File: src/rtl/sint_adc_seq.sv
module sint_adc_seq #(
  parameter int INT_SHORT   = 1000,
  parameter int INT_LONG    = 10000,
  parameter int DE1_MAX     = 4000,
  parameter int DE_FINE_MAX = 20,
  parameter int REST_LEN    = 100,
  parameter int CYCLE_LEN   = 30000,
  parameter int RES_W       = 20
) (
  input  logic                    clk,
  input  logic                    rst_n,
  input  logic                    rng_hi,
  input  logic                    cmp_pos,
  output logic [5:0]              sw_ctrl,
  output logic signed [RES_W-1:0] result,
  output logic                    done
);
  localparam int M1    = (INT_LONG > INT_SHORT) ? INT_LONG : INT_SHORT;
  localparam int M2    = (DE1_MAX > DE_FINE_MAX) ? DE1_MAX : DE_FINE_MAX;
  localparam int M3    = (M1 > M2) ? M1 : M2;
  localparam int LMAX  = (M3 > REST_LEN) ? M3 : REST_LEN;
  localparam int PH_W  = $clog2(LMAX + 1);
  localparam int CY_W  = $clog2(CYCLE_LEN);
  localparam int ACC_W = RES_W + 4;
  localparam logic signed [ACC_W-1:0] W_S1 = 100;
  localparam logic signed [ACC_W-1:0] W_S2 = 10;
  localparam logic signed [ACC_W-1:0] W_S3 = 1;
  localparam logic signed [ACC_W-1:0] TEN  = 10;

  typedef enum logic [1:0] {P_INT, P_DE, P_REST, P_HOLD} phase_t;

  phase_t                   ph;
  logic [1:0]               stg;
  logic                     zpass, dir, rng_q;
  logic [PH_W-1:0]          ph_cnt;
  logic [CY_W-1:0]          cy_cnt;
  logic signed [ACC_W-1:0]  acc;

  wire [PH_W-1:0] int_last = rng_q ? PH_W'(INT_SHORT - 1) : PH_W'(INT_LONG - 1);
  wire [PH_W-1:0] de_last  = (stg == 2'd0) ? PH_W'(DE1_MAX - 1) : PH_W'(DE_FINE_MAX - 1);
  wire            cyc_end  = (cy_cnt == CY_W'(CYCLE_LEN - 1));
  wire            de_stop  = (cmp_pos != dir) || (ph_cnt == de_last);
  wire signed [ACC_W-1:0] step = (stg == 2'd0) ? W_S1 : (stg == 2'd1) ? W_S2 : W_S3;

  assign sw_ctrl = {ph == P_HOLD, ph == P_REST, (ph == P_DE) && dir,
                    (ph == P_DE) && !dir, (ph == P_INT) && zpass, (ph == P_INT) && !zpass};

  always_ff @(posedge clk) begin
    if (!rst_n) begin
      ph     <= P_INT;
      stg    <= 2'd0;
      zpass  <= 1'b0;
      dir    <= 1'b0;
      rng_q  <= rng_hi;
      ph_cnt <= '0;
      cy_cnt <= '0;
      acc    <= '0;
      result <= '0;
      done   <= 1'b0;
    end else begin
      done   <= 1'b0;
      cy_cnt <= cyc_end ? '0 : cy_cnt + 1'b1;
      if (cyc_end) begin
        done   <= 1'b1;
        result <= RES_W'(acc / TEN);
        acc    <= '0;
        ph     <= P_INT;
        zpass  <= 1'b0;
        stg    <= 2'd0;
        ph_cnt <= '0;
        rng_q  <= rng_hi;
      end else begin
        case (ph)
          P_INT: begin
            if (ph_cnt == int_last) begin
              ph     <= P_DE;
              stg    <= 2'd0;
              dir    <= cmp_pos;
              ph_cnt <= '0;
            end else ph_cnt <= ph_cnt + 1'b1;
          end
          P_DE: begin
            acc <= (dir ^ zpass) ? acc + step : acc - step;
            if (de_stop) begin
              ph_cnt <= '0;
              if (stg != 2'd2) ph <= P_REST;
              else if (zpass)  ph <= P_HOLD;
              else begin
                ph    <= P_INT;
                zpass <= 1'b1;
              end
            end else ph_cnt <= ph_cnt + 1'b1;
          end
          P_REST: begin
            if (ph_cnt == PH_W'(REST_LEN - 1)) begin
              ph     <= P_DE;
              stg    <= stg + 2'd1;
              dir    <= cmp_pos;
              ph_cnt <= '0;
            end else ph_cnt <= ph_cnt + 1'b1;
          end
          P_HOLD: ;
          default: ph <= P_HOLD;
        endcase
      end
    end
  end
endmodule

File: config.mk
export PLATFORM = sky130hd
export DESIGN_NAME = sint_adc_seq
export DESIGN_NICKNAME = d
export VERILOG_FILES = /design/src/rtl/sint_adc_seq.sv
export SDC_FILE = /design/constraint.sdc
export NUM_CORES = 1
export LEC_CHECK = 0
export BUFFER_PORTS_ARGS = -buffer_cell sky130_fd_sc_hd__buf_4
export CAP_MARGIN = 20
export CORE_ASPECT_RATIO = 1.1
export CORE_MARGIN = 2
export CORE_UTILIZATION = 24
export DETAILED_ROUTE_END_ITERATION = 8
export GPL_ROUTABILITY_DRIVEN = 0
export PLACE_DENSITY_LB_ADDON = 0.25
export RECOVER_POWER = 25
export SLEW_MARGIN = 30
export SYNTH_ARGS = -nofsm -noshare
export SYNTH_HDL_FRONTEND = slang
export SYNTH_SLANG_ARGS = --single-unit
export TNS_END_PERCENT = 5
File: constraint.sdc
create_clock -name clk -period 10.7 [get_ports clk]
set_input_delay 1.605 -clock clk [delete_from_list [all_inputs] [get_ports clk]]
set_output_delay 1.605 -clock clk [all_outputs]
set_load 0.01 [all_outputs]
* Word-level counts from Yosys, hierarchy flattened
Cells that the tools add are included.
Cells by class: add/sub/neg operators 5, equal/unequal tests 14, divide/modulo/power cells 1, multiplexer cells 24, reduce and logical (&&, ||, !) cells 16, bitwise operators 4
Operator list (count):
- $mux 14 | 4
- $pmux 14 s3 | 1
- $add 24x8->24 | 1
- $div 24x5->24 const B | 1
- $mux 24 | 1
- $sub 24x8->24 | 1
- $add 15x1->15 const B | 1
- $eq 15x15->1 const B | 1
- $add 14x1->14 const B | 1
- $eq 14x12->1 | 1
- $eq 14x14->1 | 1
- $eq 14x7->1 const B | 1
- $mux 2 | 7
- $mux 12 | 1
- $reduce_and 4->1 | 2
- $mux 7 | 1
- $ne 2x1->1 const B | 3
- $pmux 2 s3 | 1
- $reduce_and 3->1 | 2
- $mux 1 | 5
- $eq 2x1->1 const B | 2
- $eq 2x2->1 const B | 2
- $logic_and 1x1->1 | 4
- $logic_not 2->1 | 2
- other kinds (13) | 17
Storage, ports and cells: input bits 4, flip-flop bits (word level) 81

* Longest topological paths before layout
Gate-level depths: netlist of run 1.
depth in word-level cells 6, depth in mapped cells 41, gate-level depth less buffers 36

* Worst setup path after synthesis of run 1
OpenSTA, ideal clock, no wires.
path type reg2reg, from register acc[6], to register result[14], buffers on the path 4, path slack 2143 ps, arrival 8487 ps, stages on the path, launching flop included 38, data required time 10630 ps, path through dfxtp_1 buf_2 nor4_4 nand4b_1 o21ai_1 xnor2_1 clkbuf_1 nor2_1 a311oi_1 a21oi_2 or3_1 o2111ai_2 mux2_2 a32o_1 o31ai_4 a21oi_1 a221o_1 a32o_1 (+2 left out) a31oi_1 a211oi_2 buf_2 a32o_2 or2_1 o311ai_1 a21oi_1 o211ai_1 nor2b_1 mux2i_1 a211oi_1 a31oi_1 ha_1 nand4_1 o31ai_1 xnor2_1 nand2_1 a21oi_1
On the way: longest elaborated chain between the ends 1
Ends and longest elaborated chain:
- start, declared | RTL line 37 | logic signed [ACC_W-1:0] acc;
- start signal, assigned | RTL line 83 | acc <= (dir ^ zpass) ? acc + step : acc - step;
- $div 24x5->24 | RTL line 65 | result <= RES_W'(acc / TEN);
- end signal, assigned | RTL line 65
- end, declared | RTL line 15 | output logic signed [RES_W-1:0] result,
Every way passes these cells. A chain may end at the register's enable or synchronous reset.

* Worst setup path after layout of run 1
from register acc[1], to register result[14]
The elaborated chain is that of the path after synthesis.

==> results of run 1 <==
-- area by class of cell --
cell class | instances | area, sq um
multi-input combinational | 1062 | 7330
sequential | 81 | 1630
clock inverter | 7 | 53.8
timing repair buffer | 73 | 465
clock buffer | 9 | 225
inverter | 39 | 146
tap | 500 | 626
fill | 4179 | 27700
-- logic make-up (layout without fill, tap and decap cells) --
family	Yosys count	count (layout)	share of synthesized area
AO/OA/AOI/OAI	399	399	0.316
XOR/XNOR	94	94	0.0892
adder cells (fa/ha/maj)	37	37	0.0505
buffers and inverters	112	128	0.0517
flip-flops	81	81	0.175
multiplexers	39	39	0.0441
AND/OR/NAND/NOR	493	493	0.274
-- layer usage --
metal  GRT usage  wire [um]  up-vias
met1       0.194      13800     4442
met5           0          0        -
met2       0.232      13400      230
li1            -          -     4754
met3      0.0137       1050       42
met4      0.0477        731        0
-- flip-flops by register name (all words and copies together), names as in the netlist --
signal / count
acc: 24
cy_cnt: 15
dir: 1
done: 1
ph: 2
ph_cnt: 14
result: 20
rng_q: 1
stg: 2
zpass: 1
-- cells in the mapped netlist (15+ instances only) --
| cell type | count | area, sq um |
|---|---|---|
| nand2_1 | 122 | 458 |
| o21bai_1 | 20 | 150 |
| clkbuf_1 | 44 | 165 |
| buf_2 | 15 | 75.1 |
| xor2_1 | 29 | 254 |
| dfxtp_1 | 80 | 1600 |
| ha_1 | 36 | 450 |
| nand3_1 | 43 | 215 |
| o211ai_1 | 15 | 113 |
| a21oi_1 | 85 | 425 |
| inv_1 | 38 | 143 |
| mux2i_1 | 34 | 340 |
| and2_1 | 18 | 113 |
| a211oi_1 | 21 | 158 |
| nor3_1 | 29 | 145 |
| nor2_1 | 142 | 533 |
| xnor2_1 | 64 | 561 |
| a31oi_1 | 25 | 156 |
| o21ai_0 | 54 | 270 |
| and3_1 | 20 | 125 |
| o31ai_1 | 16 | 120 |
-- placed cells by master (no fill, tap or decap), types with 13 or more instances in the layout --
| cell | count |
|---|---|
| clkbuf_1 | 22 |
| a21oi_1 | 85 |
| xor2_1 | 27 |
| nand2_1 | 122 |
| buf_4 | 50 |
| dfxtp_1 | 79 |
| nor4_1 | 13 |
| o31ai_1 | 16 |
| nand4_1 | 13 |
| nor3_1 | 28 |
| mux2i_1 | 33 |
| o211ai_1 | 15 |
| ha_1 | 36 |
| a211oi_1 | 20 |
| nor2_1 | 141 |
| nand3_1 | 43 |
| a31oi_1 | 25 |
| o21bai_1 | 20 |
| xnor2_1 | 63 |
| and3_1 | 20 |
| inv_1 | 37 |
| o21ai_0 | 54 |
| nand2b_1 | 13 |
| and2_1 | 18 |
-- what timing repair did --
| action | CTS | global route |
|---|---|---|
| resized for setup | 0 | 17 |
| endpoints found under the setup margin | 0 | 18 |
| buffers inserted | 0 | 3 |
-- worst register-to-register path, delay by kind of cell, from the launching register on --
family                     cells  cell delay, ns
buffers and inverters          4            0.75
xor gates and xnor gates       1            0.16
DFF                            1            0.40
and+or+nand+nor               14            3.05
muxes                          2            0.59
AOI/OAI and AO/OA             16            4.45
adders and majority gates      2            0.43
-- final timing paths --
check / cells past startpoint / from / slack, ns / to
max: 39 / acc[1]$_SDFFE_PP0P_ / 0.79 / result[14]$_SDFFE_PN0P_
min: 1 / cy_cnt[0]$_SDFF_PP0_ / 0.45 / cy_cnt[0]$_SDFF_PP0_
max reg2reg: 39 / acc[1]$_SDFFE_PP0P_ / 0.79 / result[14]$_SDFFE_PN0P_
min reg2reg: 1 / cy_cnt[0]$_SDFF_PP0_ / 0.45 / cy_cnt[0]$_SDFF_PP0_
-- metrics by stage --
step	utilization	TNS, ns	setup WS (ns)	area, sq um	hold WS [ns]
2_1_floorplan	-	0	2.14	9310	0.413
3_3_place_gp	0.265	0	0.368	10100	0.425
3_5_place_dp	0.266	0	0.315	10100	0.440
4_1_cts	0.273	0	0.239	10400	0.456
5_1_grt	0.274	-0.0305	-0.0305	10500	0.473
6_report	0.274	0	0.794	10500	0.453
==> flow_metrics.env, run 1 <==
export IMPL_viasPerCell=5.35
export IMPL_crit_path_top_delay_cell="a2111oi_2"
export IMPL_antenna_left=0
export IMPL_synth_cells=1255
export IMPL_clock_latency_ns=0.35
export IMPL_synth_async_reset_ratio=0
export IMPL_ys_seq_area_frac=0.175
export IMPL_grt_pass1_vias=8871
export IMPL_die_h_um=211
export IMPL_cts_tree="yes"
export IMPL_stdcell_count=1771
export IMPL_hold_class="reg -> reg"
export IMPL_nNetsFinal=1307
export IMPL_synth_cell_types=115
export IMPL_synth_edf_count=1
export IMPL_num_vias=9468
export IMPL_synth_ff_type="dfxtp_1"
export IMPL_drt_wirelength_per_cell_um=16.3
export IMPL_clockRootBuffer="clkbuf_16"
export IMPL_ys_ff_latch=81
export IMPL_path_class="reg -> reg"
export IMPL_dp_cells=1752
export IMPL_mappedNetlistArea_sq_um=9310
export IMPL_tightest_slew_ns=0.977
export IMPL_worst_endpoint_required_ns=10.97
export IMPL_syn_area_per_cell_sq_um=7.42
export IMPL_cp_end_kind="flip-flop"
export IMPL_drt_iter0_markers=620
export IMPL_crit_family="compound AO/OA/AOI/OAI gates"
export IMPL_path_buf_inv=4
export IMPL_start_util=0.244
export IMPL_num_rows=75
export IMPL_gr_usage_all_layers=0.142
export IMPL_grt_pass1_wl_mm=46.9
export IMPL_cts_htree_levels=3
export IMPL_place_hpwl_mm=21.6
export IMPL_fmax_mhz=101
export IMPL_relSlewSlack=0.344
export IMPL_drive_above_1_share=0.117
export IMPL_slowest_delay_ns=0.49
export IMPL_maxCapViolCount=0
export IMPL_fin_crit_sh=0.926
export IMPL_syn_to_final_growth_pct=12.5
export IMPL_clock_sinks=81
export IMPL_setup_viol=0
export IMPL_yosysWarnings=0
export IMPL_finClkSkew_ns=0.0124
export IMPL_final_max_slew_viol_count=0
export IMPL_drt_wl_total_mm=29.0
export IMPL_fin_crit_ns=9.91
export IMPL_io_pins=31
export IMPL_startpoint_type="flip-flop"
export IMPL_cts_hold_buf=0
export IMPL_hold_violations=0
export IMPL_status="finished, final reports clean"
export IMPL_core_area_sq_um=38200
export IMPL_drc=0
export IMPL_clock_path_buffers=2
export IMPL_diodes=0
export IMPL_cts_buffers=9
export IMPL_die_area_sq_um=40400
export IMPL_antenna_found_initial=0
export IMPL_crit_fanout=10
export IMPL_synth_net_count=1296
export IMPL_die_x_um=192
export IMPL_drtPass1Iterations=5
export IMPL_port_buffers=30
export IMPL_grt_max_degree=40
export IMPL_critPathArrivalTime_ns=10.18
export IMPL_grt_overflow=0
export IMPL_path_clk_slew_ns=0.07
Power of run 1 is left out: the tool's default activity adds up to more than one toggle a clock period on the data nets, which glitch-free logic cannot reach.
==> run 2: changes to the inputs <==
CORE_UTILIZATION = 45   (was 24)
REMOVE_ABC_BUFFERS = 1   (was default)
==> run 2 against run 1 <==
Compared with the run above:
- die area fell by 46%
- via count rose by 0.35%
- routed wire length fell by 11%
- worst setup slack got worse by 0.16 ns
- sequential cell count did not move
- fmax fell by 1.6%
- worst hold slack got worse by 0.0062 ns
- sequential share of layout area rose by 0.47 points
- cell count fell by 15%
- critical path depth fell by 2
- non-clock buffer count fell by 14
- critical path type unchanged
==> flow_metrics.env, run 2 (synthesis results as in run 1) <==
export IMPL_status="finished, final reports clean"
export IMPL_worst_endpoint_required_ns=10.97
export IMPL_slowest_delay_ns=0.53
export IMPL_clockRootBuffer="clkbuf_16"
export IMPL_clock_path_buffers=2
export IMPL_io_pins=31
export IMPL_hold_violations=0
export IMPL_cts_htree_levels=3
export IMPL_start_util=0.456
export IMPL_path_clk_slew_ns=0.07
export IMPL_drt_iter0_markers=629
export IMPL_grt_pass1_vias=8564
export IMPL_syn_to_final_growth_pct=9.22
export IMPL_pre_cts_ws_ns=0.254
export IMPL_antenna_found_initial=0
export IMPL_drive_above_1_share=0.113
export IMPL_antenna_left=0
export IMPL_crit_path_top_delay_cell="a311oi_1"
export IMPL_drt_wl_total_mm=25.8
export IMPL_port_buffers=30
export IMPL_grt_pass1_wl_mm=42.2
export IMPL_gr_usage_all_layers=0.230
export IMPL_relSlewSlack=0.328
export IMPL_grt_max_degree=44
export IMPL_place_hpwl_mm=18.8
export IMPL_hold_class="reg -> reg"
export IMPL_final_setup_tns_ns=0
export IMPL_maxCapViolCount=0
export IMPL_setup_viol=0
export IMPL_largest_reg_flops=24
export IMPL_viasPerCell=6.28
export IMPL_regMostFlops="acc"
export IMPL_nNetsFinal=1294
export IMPL_core_area_sq_um=20400
export IMPL_drtPass1Iterations=5
export IMPL_finalWorstSetupSlack_ns=0.633
export IMPL_final_max_slew_viol_count=0
export IMPL_clock_latency_ns=0.35
export IMPL_num_vias=9501
export IMPL_die_h_um=155
export IMPL_diodes=0
export IMPL_drc=0
export IMPL_fmax_mhz=99.3
export IMPL_top_regs="acc: 24 flops, result: 20 flops, cy_cnt: 15 flops"
export IMPL_clock_sinks=81
export IMPL_startpoint_type="flip-flop"
export IMPL_die_area_sq_um=21900
export IMPL_finClkSkew_ns=0.0119
export IMPL_tightest_slew_ns=1.00
export IMPL_die_x_um=141
export IMPL_num_rows=55
export IMPL_cts_buffers=9
export IMPL_grt_overflow=0
export IMPL_crit_fanout=14
export IMPL_path_class="reg -> reg"
export IMPL_critPathArrivalTime_ns=10.34
export IMPL_final_common_cell="nor2_1"
export IMPL_cts_tree="yes"
export IMPL_cp_end_kind="flip-flop"
export IMPL_final_cell_mix="nor2_1 (141), nand2_1 (122), a21oi_1 (85)"
export IMPL_drt_wirelength_per_cell_um=17.0
export IMPL_fin_crit_sh=0.941
export IMPL_fin_crit_ns=10.07
[run 2: path summary, 6_finish.rpt]
path	startpoint	to	depth (start not counted)	slack [ns]
setup / recovery	acc[1]$_SDFFE_PP0P_	result[14]$_SDFFE_PN0P_	37	0.63
hold / removal	cy_cnt[0]$_SDFF_PP0_	cy_cnt[0]$_SDFF_PP0_	1	0.45
setup reg to reg	acc[1]$_SDFFE_PP0P_	result[14]$_SDFFE_PN0P_	37	0.63
hold reg to reg	cy_cnt[0]$_SDFF_PP0_	cy_cnt[0]$_SDFF_PP0_	1	0.45
[run 2: cell type report]
class                   count  area, sq um
clock inverters             6         72.6
clock buffers              10          239
well taps                 256          320
fillers                  2039        10300
multi-input cells        1063         7400
repair buffers             59          357
flip-flops and latches     81         1630
inverters                  39          146
[run 2: per-layer routing]
| metal | wire [um] | GRT usage | vias up |
|---|---|---|---|
| met1 | 11900 | 0.315 | 4481 |
| met2 | 12100 | 0.383 | 274 |
| met5 | 0 | 0 | - |
| met3 | 1140 | 0.0237 | 40 |
| li1 | - | - | 4706 |
| met4 | 560 | 0.0671 | 0 |
[run 2: worst max-delay path, delay by kind of cell, from the launching register on]
kind                       cells  cell delay [ns]
and+or+nand+nor                9             2.33
DFF                            1             0.40
xor gates and xnor gates       1             0.15
adders and majority gates      2             0.49
buffers and inverters          2             0.35
muxes                          2             0.64
AOI/OAI and AO/OA             21             5.63
[run 2: repair_timing]
item                       4_1_cts  5_1_grt
resized for setup                0       27
hold buffers                     0        0
setup buffers                    0        5
setup endpoints to repair        0       19
[run 2: metrics by stage]
stage	hold WS [ns]	std cells	instance area, sq um	util
after floorplan	0.413	1182	8980	-
after global placement	0.426	1492	9710	0.475
after detailed placement	0.439	1492	9710	0.475
after CTS	0.451	1508	10000	0.490
after global routing	0.463	1514	10200	0.498
final	0.447	1514	10200	0.498
Power of run 2 is left out for the same reason.
==> run 3: changes to the inputs <==
CORE_UTILIZATION = 61   (was 45)
==> run 3 against run 2 <==
Compared with the run above:
- cell count shrank 4.6%
- register-to-register slack lost 0.14 ns
- sequential cell count did not move
- clock skew is essentially flat
- global-route usage grew 7.4 points
- cell area shrank 2.0%
- worst hold slack is essentially flat
- sequential share of layout area rose by 0.32 points
- worst setup slack worse by 0.14 ns
- largest cell class unchanged
==> flow_metrics.env, run 3 (synthesis results as in run 1) <==
export IMPL_holdPathStages=2
export IMPL_top_regs="acc: 24 flops, result: 20 flops, cy_cnt: 15 flops"
export IMPL_num_vias=9801
export IMPL_drtPass1Iterations=6
export IMPL_drt_iter0_markers=1044
export IMPL_path_clk_slew_ns=0.07
export IMPL_min_to="result[8]$_SDFFE_PN0P_"
export IMPL_fin_crit_ns=10.21
export IMPL_grt_overflow=0
export IMPL_regMostFlops="acc"
export IMPL_drt_wl_total_mm=25.6
export IMPL_path_class="reg -> reg"
export IMPL_syn_to_final_growth_pct=7.08
export IMPL_antenna_left=0
export IMPL_reg2reg_to="result[14]$_SDFFE_PN0P_"
export IMPL_cts_buffers=9
export IMPL_antenna_found_initial=0
export IMPL_final_common_cell="nor2_1"
export IMPL_relSlewSlack=0.357
export IMPL_nNetsFinal=1284
export IMPL_status="finished, final reports clean"
export IMPL_stdcell_count=1444
export IMPL_die_h_um=134
export IMPL_drc=0
export IMPL_drive_above_1_share=0.106
export IMPL_fillers=1320
export IMPL_cts_tree="yes"
export IMPL_hold_violations=0
export IMPL_viasPerCell=6.79
export IMPL_drt_wirelength_per_cell_um=17.8
export IMPL_rr_worst_depth=34
export IMPL_start_util=0.621
export IMPL_hold_class="reg -> reg"
export IMPL_core_area_sq_um=15000
export IMPL_startpoint_type="flip-flop"
export IMPL_place_hpwl_mm=18.5
export IMPL_reg2reg_from="acc[2]$_SDFFE_PP0P_"
export IMPL_worst_endpoint_required_ns=10.97
export IMPL_critPathArrivalTime_ns=10.48
export IMPL_finClkSkew_ns=0.0115
export IMPL_diodes=0
export IMPL_crit_fanout=14
export IMPL_clock_path_buffers=2
export IMPL_crit_family="compound AO/OA/AOI/OAI gates"
export IMPL_final_setup_tns_ns=0
export IMPL_dp_cells=1425
export IMPL_port_buffers=30
export IMPL_fmax_mhz=97.9
export IMPL_io_pins=31
export IMPL_setup_viol=0
export IMPL_whs_ns=0.447
export IMPL_final_max_slew_viol_count=0
export IMPL_cp_end_kind="flip-flop"
export IMPL_min_from="result[8]$_SDFFE_PN0P_"
export IMPL_clockRootBuffer="clkbuf_16"
export IMPL_path_buf_inv=0
export IMPL_tightest_slew_ns=0.957
export IMPL_crit_path_top_delay_cell="nor4_2"
export IMPL_grt_pass1_vias=8666
export IMPL_die_area_sq_um=16300
export IMPL_gr_usage_all_layers=0.304
export IMPL_clock_latency_ns=0.35
export IMPL_final_core_util=0.665
export IMPL_num_rows=47
export IMPL_cts_htree_levels=3
export IMPL_fin_crit_sh=0.954
export IMPL_die_x_um=122
export IMPL_final_cell_mix="nor2_1 (141), nand2_1 (122), a21oi_1 (85)"
export IMPL_clock_sinks=81
export IMPL_largest_reg_flops=24
export IMPL_grt_max_degree=49
export IMPL_r2r_slack_ns=0.49
export IMPL_slowest_delay_ns=0.57
export IMPL_grt_pass1_wl_mm=41.6
export IMPL_maxCapViolCount=0
==> run 3: cell types whose count changed in the layout (fill, tap and decap cells not counted), sizes merged <==
cell,change
a211oi,-1
buf,-9
clkinvlp,-1
bufinv,-1
clkinv,+2
==> run 3: tightest hold or removal path, delay by kind of cell (launching register included) <==
family / cells / cell delay, ns
flip-flops: 1 / 0.31
AND/OR/NAND/NOR: 1 / 0.05
AO/OA/AOI/OAI: 1 / 0.05
==> run 3: cell type report <==
class	instances	area, sq um	share of cell area
repair buffers	50	289	0.0290
flip-flops and latches	81	1630	0.164
inverters	39	146	0.0147
clock buffers	10	239	0.0240
well taps	196	245	0.0246
multi-input cells	1062	7360	0.738
clock inverters	6	62.6	0.00627
==> run 3: metal layers <==
metal  vias to the layer above  share of wire  track usage  wire (um)
li1                       4680              -            -          -
met1                      4553           0.43        0.408      11100
met5                         -              0            0          0
met3                       102          0.065       0.0308       1670
met2                       466           0.47        0.509      12100
met4                         0          0.031        0.100        783
==> run 3: how the worst max path moves through the flow <==
stage | from | end | slack (ns) | cells after the start
after floorplan | acc[23]$_SDFFE_PP0P_ | result[14]$_SDFFE_PN0P_ | 1.28 | 33
after global placement | acc[1]$_SDFFE_PP0P_ | result[14]$_SDFFE_PN0P_ | 0.68 | 36
after detailed placement | acc[1]$_SDFFE_PP0P_ | result[16]$_SDFFE_PN0P_ | 0.36 | 35
after CTS | acc[1]$_SDFFE_PP0P_ | result[16]$_SDFFE_PN0P_ | 0.28 | 35
after global routing | acc[2]$_SDFFE_PP0P_ | result[14]$_SDFFE_PN0P_ | -0.08 | 34
final | acc[2]$_SDFFE_PP0P_ | result[14]$_SDFFE_PN0P_ | 0.49 | 34
==> run 3: per-stage QoR <==
stage	setup WS, ns	area, sq um
global placement	0.682	9580
floorplan	1.28	8980
detailed placement	0.363	9580
CTS	0.284	9880
global route	-0.0767	9970
finish	0.489	9970
==> run 3: repair_timing <==
action / CTS / global route
buffers inserted: 0 / 3
hold buffers: 0 / 0
endpoints found under the setup margin: 0 / 14
gates resized for setup: 0 / 23
Power of run 3 is left out for the same reason.
